==> src/rtl/galois_prng_pkg.sv <==
package galois_prng_pkg;

  typedef enum logic [1:0] {
    ACT_HOLD = 2'd0,
    ACT_STEP = 2'd1,
    ACT_LOAD = 2'd2,
    ACT_FIX  = 2'd3
  } prng_act_e;

endpackage

==> src/rtl/galois_step.sv <==
module galois_step #(
  parameter int WIDTH = 8
) (
  input  logic [WIDTH-1:0] cur,
  input  logic [WIDTH-1:0] coef,
  output logic [WIDTH-1:0] nxt
);

  logic fb;
  assign fb = cur[WIDTH-1];

  assign nxt[0] = coef[0] & fb;

  for (genvar k = 1; k < WIDTH; k++) begin : g_stage
    assign nxt[k] = cur[k-1] ^ (coef[k] & fb);
  end

endmodule

==> src/rtl/seed_guard.sv <==
module seed_guard #(
  parameter int WIDTH = 8
) (
  input  logic             clk,
  input  logic             rst,
  input  logic             seed_vld,
  input  logic [WIDTH-1:0] seed_val,
  output logic             seed_zero,
  output logic [WIDTH-1:0] load_val,
  output logic [WIDTH-1:0] seed_q
);

  localparam logic [WIDTH-1:0] ONES = {WIDTH{1'b1}};

  assign seed_zero = (seed_val == '0);
  assign load_val  = seed_zero ? ONES : seed_val;

  always_ff @(posedge clk) begin
    if (rst) begin
      seed_q <= ONES;
    end else if (seed_vld) begin
      seed_q <= load_val;
    end
  end

  AST_SEED_NONZERO: assert property (@(posedge clk) disable iff (rst)
    seed_vld |=> (seed_q != '0));

endmodule

==> src/rtl/period_flag.sv <==
module period_flag #(
  parameter int WIDTH = 8
) (
  input  logic             clk,
  input  logic             rst,
  input  logic             stepping,
  input  logic [WIDTH-1:0] nxt,
  input  logic [WIDTH-1:0] seed_q,
  output logic             done_q
);

  always_ff @(posedge clk) begin
    if (rst) begin
      done_q <= 1'b0;
    end else begin
      done_q <= stepping && (nxt == seed_q);
    end
  end

endmodule

==> src/rtl/galois_prng.sv <==
module galois_prng
  import galois_prng_pkg::*;
#(
  parameter int WIDTH = 8
) (
  input  logic             clk,
  input  logic             rst,
  input  logic             step_en,
  input  logic             seed_vld,
  input  logic [WIDTH-1:0] seed_val,
  input  logic [WIDTH-1:0] coef,
  output logic [WIDTH-1:0] state_q,
  output logic             period_done,
  output logic             seed_err
);

  localparam logic [WIDTH-1:0] ONES = {WIDTH{1'b1}};

  logic [WIDTH-1:0] nxt;
  logic [WIDTH-1:0] load_val;
  logic [WIDTH-1:0] seed_q;
  logic             seed_zero;
  logic             stepping;
  prng_act_e        act;

  galois_step #(.WIDTH(WIDTH)) u_step (
    .cur  (state_q),
    .coef (coef),
    .nxt  (nxt)
  );

  seed_guard #(.WIDTH(WIDTH)) u_guard (
    .clk       (clk),
    .rst       (rst),
    .seed_vld  (seed_vld),
    .seed_val  (seed_val),
    .seed_zero (seed_zero),
    .load_val  (load_val),
    .seed_q    (seed_q)
  );

  always_comb begin
    if (seed_vld)     act = seed_zero ? ACT_FIX : ACT_LOAD;
    else if (step_en) act = ACT_STEP;
    else              act = ACT_HOLD;
  end

  assign stepping = (act == ACT_STEP);

  period_flag #(.WIDTH(WIDTH)) u_flag (
    .clk      (clk),
    .rst      (rst),
    .stepping (stepping),
    .nxt      (nxt),
    .seed_q   (seed_q),
    .done_q   (period_done)
  );

  always_ff @(posedge clk) begin
    if (rst) begin
      state_q  <= ONES;
      seed_err <= 1'b0;
    end else begin
      seed_err <= (act == ACT_FIX);
      case (act)
        ACT_LOAD, ACT_FIX: state_q <= load_val;
        ACT_STEP:          state_q <= nxt;
        default:           state_q <= state_q;
      endcase
    end
  end

  AST_RESET_ONES: assert property (@(posedge clk)
    rst |=> (state_q == ONES) && !period_done && !seed_err);

  AST_HOLD_STABLE: assert property (@(posedge clk) disable iff (rst)
    (!seed_vld && !step_en) |=> $stable(state_q));

  AST_LOAD_WINS: assert property (@(posedge clk) disable iff (rst)
    (seed_vld && seed_val != '0) |=> (state_q == $past(seed_val)) && !seed_err);

  AST_ZERO_SEED_FIX: assert property (@(posedge clk) disable iff (rst)
    (seed_vld && seed_val == '0) |=> (state_q == ONES) && seed_err);

  AST_ERR_CAUSE: assert property (@(posedge clk) disable iff (rst)
    $rose(seed_err) |-> $past(seed_vld));

  AST_DONE_AFTER_STEP: assert property (@(posedge clk) disable iff (rst)
    (seed_vld || !step_en) |=> !period_done);

  AST_DONE_AT_SEED: assert property (@(posedge clk) disable iff (rst)
    period_done |-> (state_q == seed_q));

  AST_NO_LOCKUP: assert property (@(posedge clk) disable iff (rst)
    (step_en && !seed_vld && coef[0] && state_q != '0) |=> (state_q != '0));

endmodule

==> config.mk <==
export PLATFORM = sky130hd
export DESIGN_NAME = galois_prng
export DESIGN_NICKNAME = d
export VERILOG_FILES = /design/src/rtl/galois_prng_pkg.sv /design/src/rtl/galois_step.sv /design/src/rtl/seed_guard.sv /design/src/rtl/period_flag.sv /design/src/rtl/galois_prng.sv
export SDC_FILE = /design/constraint.sdc
export NUM_CORES = 1
export LEC_CHECK = 0
export BUFFER_PORTS_ARGS = -buffer_cell sky130_fd_sc_hd__buf_2
export CAP_MARGIN = 0
export CORE_MARGIN = 2
export CORE_UTILIZATION = 55
export CTS_BUF_LIST = sky130_fd_sc_hd__clkbuf_4
export CTS_CLUSTER_SIZE = 40
export DETAILED_ROUTE_END_ITERATION = 7
export GPL_TIMING_DRIVEN = 0
export PLACE_DENSITY = 0.89
export SKIP_LAST_GASP = 1
export SLEW_MARGIN = 20
export SYNTH_ARGS = -nofsm -noshare
export SYNTH_HDL_FRONTEND = slang
export SYNTH_SLANG_ARGS = --single-unit
==> constraint.sdc <==
create_clock -name clk -period 3.45 [get_ports clk]
set_clock_uncertainty 0.15 [all_clocks]
set_input_delay 0.1725 -clock clk [delete_from_list [all_inputs] [get_ports clk]]
set_output_delay 0.1725 -clock clk [all_outputs]
set_load 0.05 [all_outputs]
==> out/results.ini, run 1 <==
[status]
status = finished clean

[timing]
tightest_slew_ps = 522
rsz0062_at_grt = no
drv_slew = 0
tns_ps = 0
max_freq_ghz = 0.500
fin_hold_ws_ps = 37.0
finalHoldViolations = 0
final.period_utilization_pct = 58.0
max-slew-margin-rel_pct = 65.2
setup_violations = 0
final.min_clock_period_ps = 2000

[worst_setup_path]
worstSetupEndpointType = register
critPathBufInv = 2
crit_fanout = 9
worstPathArrival_ps = 2070
slowest_stage = or4_4
critical_path_class = primary input to register
crit_required_ps = 3520
max_stage_delay_ps = 560
cpLargestDelayFamily = compound AO/OA/AOI/OAI gates
path_cells = dlygate4sd3_1, buf_2, or4_4, o31ai_4, a21oi_1, o21ai_0
worstSetupStartpointType = primary input

[floorplan]
dieArea_um2 = 2150
start_util_pct = 57.7
die_y_um = 46.3
ios = 30
core_um2 = 1710
die_x_um = 46.3
core.rowCount = 15

[pwr]
clkPwrFrac_pct = 22.3
share_comb_of_total_power_pct = 29.6
p_switching_mw = 0.163
p_leak_nw = 0.608
p_int_mw = 0.331
p_seq_share_pct = 48.2
swShare_pct = 33.0
max-vdd-ir-drop_mv = 0.279
cellPowerDensity_nw_per_um2 = 388

[layout]
drive_gt1_share_pct = 25.2
fill_cells = 130
diodes = 0
syn_to_final_growth_pct = 29.2
instances_no_fill = 176
finalNetCount = 172

[routing]
viasPerCell = 5.28
ant_nets = 0
dr.pass1.iters = 4
first_iter_violations = 35
dr_total_vias = 930
drc = 0
drt-total-wl_um = 2350
routedWlPerCell_um = 13.4

[grt]
grt_overflow_total = 0
grt_pass1_vias = 893
grtUsageTotal_pct = 24.6
grt_pass1_wl_um = 3710
grt_antenna_before_repair = 0
grt_start_max_net_pins = 11

[logic_synthesis]
post_synth_num_cell_types = 33
postSynthCellCount = 110
synth_area_leaders = dfxtp_1, xnor2_1, xnor3_1
synth_edf_count = 0
synth_seq_cells = 18
syn-num-nets = 130
syn_avg_cell_area_um2 = 8.96
async_flop_share_pct = 0
ys_seq_area_share_pct = 36.5
synthFlopType = dfxtp_1
synth_area_leader_cell = dfxtp_1
ys_warn_count = 0
synth_top_area_share_pct = 36.5
syn_area_um2 = 986

[placed_design]
gp_congestion = 0.803
portBuffers = 28
dp.cells = 163
place_hpwl_um = 1720

[cts]
cts_buffer_depth = 2
cts_buffers = 3
post_cts_buffers = 0
cts_sinks = 18
cts_tree = done
root_buffer = clkbuf_4
htree_levels = 1
ctsResizeCount = 0
clock_latency_ps = 300
cts.reportedPaths.clkPinSlew_ps = 110
cts_hold_buf = 9

[hold_path]
hold_class = primary input to register

[flow_run]
max-cap-violations = 0

-- Yosys cell counts, types with 2 or more instances --
master / count
xnor2_1: 10
or2_2: 2
buf_2: 2
a21oi_1: 9
and3_1: 2
xnor3_1: 3
nor2b_1: 2
mux2i_1: 3
and2_1: 4
clkbuf_1: 2
a211o_1: 4
inv_1: 8
o21ai_0: 11
nand2_1: 6
nor2_1: 6
dfxtp_1: 18
o21bai_1: 2
-- power groups by stage --
stage                     registers (mW)  clock network, mW  logic [mW]
after floorplan                    0.266                  0      0.0765
after global placement             0.241                  0       0.134
after detailed placement           0.242                  0       0.137
after CTS                          0.238              0.113       0.146
after global routing               0.240              0.123       0.159
final                              0.238              0.110       0.146
-- per-stage QoR --
stage               utilization [%]  instance area (µm²)  worst slack (ps)  total power [mW]
CTS                            74.6                 1270              1470             0.496
floorplan                         -                  986              1580             0.343
detailed placement             67.8                 1160              1690             0.379
global placement               67.8                 1160              1750             0.375
finish                         74.6                 1270              1450             0.494
global route                   74.6                 1270              1370             0.521
-- path summary, 6_finish.rpt --
check	startpoint	end	slack, ps	cells after the start
setup / recovery	seed_val[4]	u_guard.seed_q[5]$_SDFFE_PP1P_	1450	6
hold / removal	coef[0]	state_q[0]$_SDFFE_PP1P_	40	3
setup reg to reg	state_q[7]$_SDFFE_PP1P_	u_flag.done_q$_SDFF_PP0_	1720	4
hold reg to reg	u_guard.seed_q[6]$_SDFFE_PP1P_	u_guard.seed_q[6]$_SDFFE_PP1P_	330	2
-- sequential cells by signal, summed over array words and instances (netlist names) --
register        count
u_flag.done_q       1
state_q             8
seed_err            1
u_guard.seed_q      8
-- worst register-to-register path: stages (launching register included) --
cell      delay (ps)
dfxtp_1          390
clkbuf_1         340
a21oi_1           70
or4_1            550
a211oi_2         150
-- cell usage in the layout, fill, tap and decap left out, types with 2 or more instances in the layout --
master / count
a211o_1: 4
a21oi_1: 9
and2_1: 4
and3_1: 2
buf_2: 30
clkbuf_1: 2
clkbuf_4: 3
dfxtp_1: 18
dlygate4sd3_1: 9
inv_1: 8
mux2i_1: 3
nand2_1: 6
nor2_1: 6
nor2b_1: 2
o21ai_0: 11
o21bai_1: 2
or2_2: 2
xnor2_1: 10
xnor3_1: 3
-- kinds of logic after synthesis --
kind of cell	share of synthesized area [%]
DFF	36.5
AOI/OAI and AO/OA	22.3
buffers and inverters	5.20
and+or+nand+nor	16.2
xor gates and xnor gates	16.6
muxes	3.05
-- routing by layer --
layer / part of all wire (%) / global-route usage, %
met3: 4.9 / 3.53
met4: 1.3 / 9.14
met5: 0 / 0
met1: 41 / 28.1
met2: 52 / 45.3
-- area by class of cell --
| type | count | area (µm²) | share of cell area (%) |
|---|---|---|---|
| tap | 25 | 31.3 | 2.46 |
| clock buffer | 3 | 22.5 | 1.77 |
| multi-input combinational | 79 | 574 | 45.1 |
| timing repair buffer | 37 | 230 | 18.1 |
| buffer | 5 | 21.3 | 1.67 |
| clock inverter | 1 | 3.75 | 0.295 |
| inverter | 8 | 30.0 | 2.36 |
| sequential | 18 | 360 | 28.3 |
Note: power is estimated with default switching activity, not from simulation.
==> run 2, diff against run 1 <==
--- a/config.mk
+++ b/config.mk
@@ -5,15 +5,16 @@
 export SDC_FILE = /design/constraint.sdc
 export NUM_CORES = 1
 export LEC_CHECK = 0
+export ABC_AREA = 1
 export BUFFER_PORTS_ARGS = -buffer_cell sky130_fd_sc_hd__buf_2
 export CAP_MARGIN = 0
 export CORE_MARGIN = 2
-export CORE_UTILIZATION = 55
+export CORE_UTILIZATION = 53
 export CTS_BUF_LIST = sky130_fd_sc_hd__clkbuf_4
 export CTS_CLUSTER_SIZE = 40
 export DETAILED_ROUTE_END_ITERATION = 7
 export GPL_TIMING_DRIVEN = 0
-export PLACE_DENSITY = 0.89
+export PLACE_DENSITY = 0.85
 export SKIP_LAST_GASP = 1
 export SLEW_MARGIN = 20
 export SYNTH_ARGS = -nofsm -noshare
==> constraint.sdc (replaced) <==
create_clock -name clk -period 2 [get_ports clk]
set_clock_uncertainty 0.15 [all_clocks]
set_input_delay 0.1 -clock clk [delete_from_list [all_inputs] [get_ports clk]]
set_output_delay 0.1 -clock clk [all_outputs]
set_load 0.05 [all_outputs]
==> out/results.ini, run 2 <==
[grt]
grt_pass1_vias = 1185  ; was 893
grt_antenna_before_repair = 0  ; unchanged
grt_start_max_net_pins = 11  ; unchanged
grt_pass1_wl_um = 4970  ; was 3710 µm
grt_overflow_total = 0  ; unchanged
grtUsageTotal_pct = 26.0  ; was 24.6%

[layout]
syn_to_final_growth_pct = 27.3  ; was 29.2%
final_cell_mix = nand2_1, buf_2, nand3_1, a21oi_1  ; was buf_2, dfxtp_1, o21ai_0
drive_gt1_share_pct = 24.4  ; was 25.2%
fin_util_pct = 71.4  ; was 74.6%
diodes = 0  ; unchanged
finalNetCount = 226  ; was 172
reg.largest.list = state_q: 8 flops, u_guard.seed_q: 8 flops  ; unchanged
final_area_um2 = 1400  ; was 1270 µm²
final_common_cell = nand2_1  ; was buf_2
instances_no_fill = 232  ; was 176

[routing]
dr_total_vias = 1247  ; was 930
drc = 0  ; unchanged
ant_nets = 0  ; unchanged
drt-total-wl_um = 2950  ; was 2350 µm
dr.pass1.iters = 4  ; unchanged
viasPerCell = 5.38  ; was 5.28
first_iter_violations = 28  ; was 35
routedWlPerCell_um = 12.7  ; was 13.4 µm

[flow_run]
max-cap-violations = 0  ; unchanged

[worst_setup_path]
critical_path_class = register to register  ; was primary input to register
crit_required_ps = 2050  ; was 3520 ps
worstSetupEndpointType = register  ; unchanged
worstSetupStartpointType = register  ; was primary input
crit_fanout = 10  ; was 9
worstRegToRegCells = 7  ; was 4
worstPathArrival_ps = 1870  ; was 2070 ps

[logic_synthesis]
syn_avg_cell_area_um2 = 6.75  ; was 8.96 µm²
synth_seq_cells = 18  ; unchanged
synth_area_leader_cell = dfxtp_1  ; unchanged
synth_top_area_share_pct = 32.8  ; was 36.5%
synth_edf_count = 0  ; unchanged
syn_area_um2 = 1100  ; was 986 µm²
ys_warn_count = 0  ; unchanged
synth_common_cells = nand2_1, a21oi_1, nand3_1, dfxtp_1, inv_1  ; was dfxtp_1, o21ai_0, xnor2_1, a21oi_1, inv_1
post_synth_num_cell_types = 17  ; was 33
yosysMostFrequentCell = nand2_1  ; was dfxtp_1
synthFlopType = dfxtp_1  ; unchanged
syn-num-nets = 183  ; was 130
async_flop_share_pct = 0  ; unchanged
postSynthCellCount = 163  ; was 110
ys_seq_area_share_pct = 32.8  ; was 36.5%
synth_area_leaders = dfxtp_1, nand2_1, a21oi_1  ; was dfxtp_1, xnor2_1, xnor3_1

[timing]
final.min_clock_period_ps = 1810
tightest_slew_ps = 444  ; was 522 ps
max-slew-margin-rel_pct = 70.3  ; was 65.2%
fin_ws_ps = 187  ; was 1450 ps
finalHoldViolations = 0  ; unchanged
final.period_utilization_pct = 90.7
max_freq_ghz = 0.552
tns_ps = 0  ; unchanged
rsz0062_at_grt = no  ; unchanged
setup_violations = 0  ; unchanged
drv_slew = 0  ; unchanged
fin_hold_ws_ps = 10.6  ; was 37.0 ps

[floorplan]
die_x_um = 49.6  ; was 46.3 µm
dieArea_um2 = 2460  ; was 2150 µm²
core.rowCount = 16  ; was 15
ios = 30  ; unchanged
start_util_pct = 56.1  ; was 57.7%
die_y_um = 49.6  ; was 46.3 µm
core_um2 = 1960  ; was 1710 µm²

[pwr]
max-vdd-ir-drop_mv = 0.409  ; was 0.279 mV
total_power_mw = 0.891  ; was 0.494 mW
cellPowerDensity_nw_per_um2 = 637  ; was 388 nW/µm²
p_leak_nw = 0.741  ; was 0.608 nW

[placed_design]
place_area_um2 = 1270  ; was 1160 µm²
gp_congestion = 0.789  ; was 0.803
portBuffers = 28  ; unchanged
place_hpwl_um = 2150  ; was 1720 µm
dp.cells = 218  ; was 163
post-place-ws_ps = 642  ; was 1690 ps

[cts]
htree_levels = 1  ; unchanged
ctsResizeCount = 0  ; unchanged
cts.reportedPaths.clkPinSlew_ps = 100  ; was 110 ps
root_buffer = clkbuf_4  ; unchanged
cts_hold_buf = 10  ; was 9
clock_latency_ps = 310  ; was 300 ps
cts_tree = done  ; unchanged
post_cts_buffers = 0  ; unchanged
cts_buffer_depth = 2  ; unchanged
cts_sinks = 18  ; unchanged
cts_buffers = 3  ; unchanged

[status]
status = finished clean  ; unchanged

[hold_path]
hold_class = primary input to register  ; unchanged
hold_path_depth = 4  ; was 3

[run 2: cell types whose count changed after synthesis, sizes merged, moves of 3 or more]
| cell | delta |
|---|---|
| nor2 | +7 |
| and2 | -4 |
| inv | +12 |
| mux2i | -3 |
| o21ai | -5 |
| a211o | -4 |
| xnor2 | -10 |
| a21oi | +12 |
| xnor3 | -3 |
| nand2 | +42 |
| nand3 | +29 |
[run 2: worst max-delay path, stage by stage (launching register included)]
cell,delay (ps)
dfxtp_1,330
buf_6,140
buf_12,150
nand3_4,80
a21oi_1,60
a21oi_1,140
nand3_1,90
dlygate4sd3_1,550
[run 2: final timing paths]
path	slack (ps)	endpoint	from
worst min register to register	370	u_guard.seed_q[5]$_SDFFE_PP1P_	u_guard.seed_q[5]$_SDFFE_PP1P_
worst max-delay path	190	state_q[7]$_SDFFE_PP1P_	state_q[7]$_SDFFE_PP1P_
worst max register to register	190	state_q[7]$_SDFFE_PP1P_	state_q[7]$_SDFFE_PP1P_
worst min-delay path	10	u_guard.seed_q[6]$_SDFFE_PP1P_	seed_vld
[run 2: cell families (layout without fill, tap and decap cells)]
group                  Yosys count  in the layout  synth area share [%]
and+or+nand+nor                 93             93                  43.9
buffers and inverters           24             66                  10.6
AOI/OAI and AO/OA               28             28                  12.7
DFF                             18             18                  32.8
[run 2: report_power, final]
part	total (mW)	switching (mW)	internal [mW]
sequential	0.407	0.0228	0.384
combinational	0.287	0.183	0.104
clock	0.198	0.125	0.0730
[run 2: routing by layer]
metal  track usage, %  routed length [µm]
met1             27.5                1130
met2             50.2                1610
met3             3.33                 144
met4             11.1                  68
met5                0                   0
[run 2: area by class of cell]
| class | count | area [µm²] |
|---|---|---|
| inverter | 20 | 75.1 |
| clock buffer | 3 | 22.5 |
| tap | 27 | 33.8 |
| sequential | 18 | 360 |
| clock inverter | 1 | 3.75 |
| buffer | 4 | 41.3 |
| multi-input combinational | 121 | 623 |
| timing repair buffer | 38 | 240 |
| fill | 184 | 562 |
==> run 3, diff against run 2 <==
--- a/config.mk
+++ b/config.mk
@@ -9,7 +9,7 @@
 export BUFFER_PORTS_ARGS = -buffer_cell sky130_fd_sc_hd__buf_2
 export CAP_MARGIN = 0
 export CORE_MARGIN = 2
-export CORE_UTILIZATION = 53
+export CORE_UTILIZATION = 54
 export CTS_BUF_LIST = sky130_fd_sc_hd__clkbuf_4
 export CTS_CLUSTER_SIZE = 40
 export DETAILED_ROUTE_END_ITERATION = 7
@@ -19,4 +19,5 @@
 export SLEW_MARGIN = 20
 export SYNTH_ARGS = -nofsm -noshare
 export SYNTH_HDL_FRONTEND = slang
+export SYNTH_HIERARCHICAL = 1
 export SYNTH_SLANG_ARGS = --single-unit
==> out/results.ini, run 3 <==
[status]
status = finished clean  ; unchanged

[pwr]
share_comb_of_total_power_pct = 32.4  ; was 32.2%
cellPowerDensity_nw_per_um2 = 612  ; was 637 nW/µm²
p_switching_mw = 0.314  ; was 0.331 mW
p_int_mw = 0.553  ; was 0.561 mW
total_power_mw = 0.867  ; was 0.891 mW
clkPwrFrac_pct = 20.6  ; was 22.2%
swShare_pct = 36.2  ; was 37.1%
max-vdd-ir-drop_mv = 0.432  ; was 0.409 mV
p_seq_share_pct = 47.0  ; was 45.6%
p_leak_nw = 0.789  ; was 0.741 nW

[worst_setup_path]
slowest_stage = dfxtp_1  ; was dlygate4sd3_1
path_common_cell = nand2_1  ; was a21oi_1
max_stage_delay_ps = 490  ; was 550 ps
worstRegToRegCells = 9  ; was 7
rr_startpoint = state_q[7]$_SDFFE_PP1P_  ; unchanged
path_cells = buf_6, nand3_1, nand2_1, inv_1, nand2_1, nand2_1, nor2_2, nand3_1, nor2_1  ; was buf_6, buf_12, nand3_4, a21oi_1, a21oi_1, nand3_1, dlygate4sd3_1
cp-startpoint = state_q[7]$_SDFFE_PP1P_  ; unchanged
crit_required_ps = 2080  ; was 2050 ps
worstSetupEndpointType = register  ; unchanged
critical_path_class = register to register  ; unchanged
crit_fanout = 10  ; unchanged
worstSetupStartpointType = register  ; unchanged
worstPathArrival_ps = 1600  ; was 1870 ps

[layout]
finalNetCount = 242  ; was 226
final_cell_mix = nand2_1, buf_2, inv_1, nand3_1, dfxtp_1  ; was nand2_1, buf_2, nand3_1, a21oi_1
diodes = 0  ; unchanged
reg.largest.list = state_q: 8 flops, u_guard/seed_q: 8 flops  ; was state_q: 8 flops, u_guard.seed_q: 8 flops
fill_cells = 159  ; was 184
syn_to_final_growth_pct = 24.3  ; was 27.3%
final_common_cell = nand2_1  ; unchanged
final_area_um2 = 1420  ; was 1400 µm²
drive_gt1_share_pct = 25.0  ; was 24.4%

[logic_synthesis]
synth_area_leaders = dfxtp_1, nand2_1, nand3_1  ; was dfxtp_1, nand2_1, a21oi_1
yosysMostFrequentCell = nand2_1  ; unchanged
synth_common_cells = nand2_1, inv_1, nand3_1, dfxtp_1, a21oi_1  ; was nand2_1, a21oi_1, nand3_1, dfxtp_1, inv_1
synth_compound_area_share_pct = 13.2  ; was 12.7%
syn_area_um2 = 1140  ; was 1100 µm²
synth_top_area_share_pct = 31.6  ; was 32.8%
synth_area_leader_cell = dfxtp_1  ; unchanged
synth_top_family_by_area = simple AND/OR/NAND/NOR gates  ; unchanged
post_synth_num_cell_types = 16  ; was 17
synthFlopType = dfxtp_1  ; unchanged
synthMuxAreaShare_pct = 0  ; unchanged
syn_avg_cell_area_um2 = 6.30  ; was 6.75 µm²
postSynthCellCount = 181  ; was 163
synth_seq_cells = 18  ; unchanged
synth_edf_count = 0  ; unchanged
synth-simple-area-share_pct = 39.6  ; was 43.9%
ys_seq_area_share_pct = 31.6  ; was 32.8%
ys_warn_count = 6  ; was 0
synth-xor-area-share_pct = 2.31  ; was 0%
async_flop_share_pct = 0  ; unchanged
synth_fa_ha_area_share_pct = 0  ; unchanged
syn-num-nets = 201  ; was 183

[cts]
cts.reportedPaths.clkPinSlew_ps = 100  ; about the same
htree_levels = 1  ; unchanged
cts_tree = done  ; unchanged
ctsResizeCount = 0  ; unchanged
cts_buffer_depth = 2  ; unchanged
cts_sinks = 18  ; unchanged
post_cts_buffers = 0  ; unchanged
cts_buffers = 3  ; unchanged
root_buffer = clkbuf_4  ; unchanged
cts_hold_buf = 8  ; was 10
clock_latency_ps = 290  ; was 310 ps

[grt]
grt_pass1_wl_um = 4730  ; was 4970 µm
grt_pass1_vias = 1113  ; was 1185
grtUsageTotal_pct = 24.5  ; was 26.0%
grt_start_max_net_pins = 11  ; unchanged
grt_overflow_total = 0  ; unchanged
grt_antenna_before_repair = 0  ; unchanged

[timing]
tns_ps = 0  ; unchanged
drv_slew = 0  ; unchanged
setup_violations = 0  ; unchanged
final.period_utilization_pct = 75.9  ; was 90.7%
max-slew-margin-rel_pct = 76.0  ; was 70.3%
rsz0062_at_grt = no  ; unchanged
tightest_slew_ps = 360  ; was 444 ps
final.min_clock_period_ps = 1520  ; was 1810 ps
max_freq_ghz = 0.659  ; was 0.552 GHz
finalHoldViolations = 0  ; unchanged

[placed_design]
gp_congestion = 0.906  ; was 0.789
place_hpwl_um = 2090  ; was 2150 µm
portBuffers = 28  ; unchanged
place_area_um2 = 1310  ; was 1270 µm²

[floorplan]
die_x_um = 49.9  ; was 49.6 µm
start_util_pct = 57.5  ; was 56.1%
ios = 30  ; unchanged
die_y_um = 49.9  ; was 49.6 µm
core.rowCount = 16  ; unchanged
dieArea_um2 = 2490  ; was 2460 µm²
core_um2 = 1980  ; was 1960 µm²

[routing]
drc = 0  ; unchanged
ant_nets = 0  ; unchanged
viasPerCell = 5.13  ; was 5.38
routedWlPerCell_um = 11.6  ; was 12.7 µm
dr_total_vias = 1267  ; was 1247
first_iter_violations = 43  ; was 28
drt-total-wl_um = 2870  ; was 2950 µm
dr.pass1.iters = 4  ; unchanged

[hold_path]
hold_path_depth = 5  ; was 4
hold_class = primary input to register  ; unchanged
hp-start = seed_val[5]  ; was seed_vld

[flow_run]
max-cap-violations = 0  ; unchanged

-- run 3: cell count changes after synthesis, sizes merged --
| cell | change |
|---|---|
| xnor2 | +3 |
| nand4 | -1 |
| nand3 | -5 |
| clkbuf | +1 |
| buf | +1 |
| a21oi | -5 |
| nor2 | +3 |
| nand2 | +13 |
| o21ai | +1 |
| inv | +8 |
| nor3 | -1 |
-- run 3: worst paths after layout --
path / to / slack [ps]
worst max register to register: u_flag/done_q$_SDFF_PP0_ / 480
worst min-delay path: u_guard/seed_q[5]$_SDFFE_PP1P_ / 30
worst min register to register: u_guard/seed_q[2]$_SDFFE_PP1P_ / 360
worst max-delay path: u_flag/done_q$_SDFF_PP0_ / 480
-- run 3: kinds of logic after synthesis --
family	after synthesis
XOR/XNOR	3
buffers and inverters	34
AND/OR/NAND/NOR	102
AO/OA/AOI/OAI	24
flip-flops	18
-- run 3: stage by stage --
stage               hold WS, ps  setup slack, ps  util, %  instances
floorplan                   136              362        -        181
global placement            252              597     66.3        236
detailed placement          252              536     66.3        236
CTS                        2.97              503     71.5        247
global route               46.3              357     71.5        247
finish                     25.2              482     71.5        247
-- run 3: layer usage --
layer / GRT usage, % / vias up / share of wire [%]
met5: 0 / - / 0
met1: 30.3 / 555 / 41
met3: 4.55 / 14 / 7.3
li1: - / 641 / -
met2: 42.9 / 57 / 49
met4: 7.41 / 0 / 3.1
-- run 3: power by group through the flow --
stage	Clock, mW	Sequential (mW)	Combinational, mW
6_report	0.179	0.407	0.281
5_1_grt	0.196	0.412	0.308
4_1_cts	0.180	0.407	0.275
3_5_place_dp	0	0.415	0.262
3_3_place_gp	0	0.413	0.253
2_1_floorplan	0	0.459	0.146
-- run 3: area by class of cell --
| cell class | count | area (µm²) | share of cell area [%] |
|---|---|---|---|
| flip-flops and latches | 18 | 360 | 25.4 |
| inverters | 28 | 105 | 7.42 |
| repair buffers | 36 | 220 | 15.5 |
| multi-input cells | 129 | 628 | 44.3 |
| clock buffers | 3 | 22.5 | 1.59 |
| well taps | 27 | 33.8 | 2.39 |
| plain buffers | 6 | 46.3 | 3.27 |
-- run 3: critical path: cells and delay by family, from the launching register on --
kind / cells / cell delay (ps)
flip-flops: 1 / 490
AND/OR/NAND/NOR: 7 / 570
buffers and inverters: 2 / 240
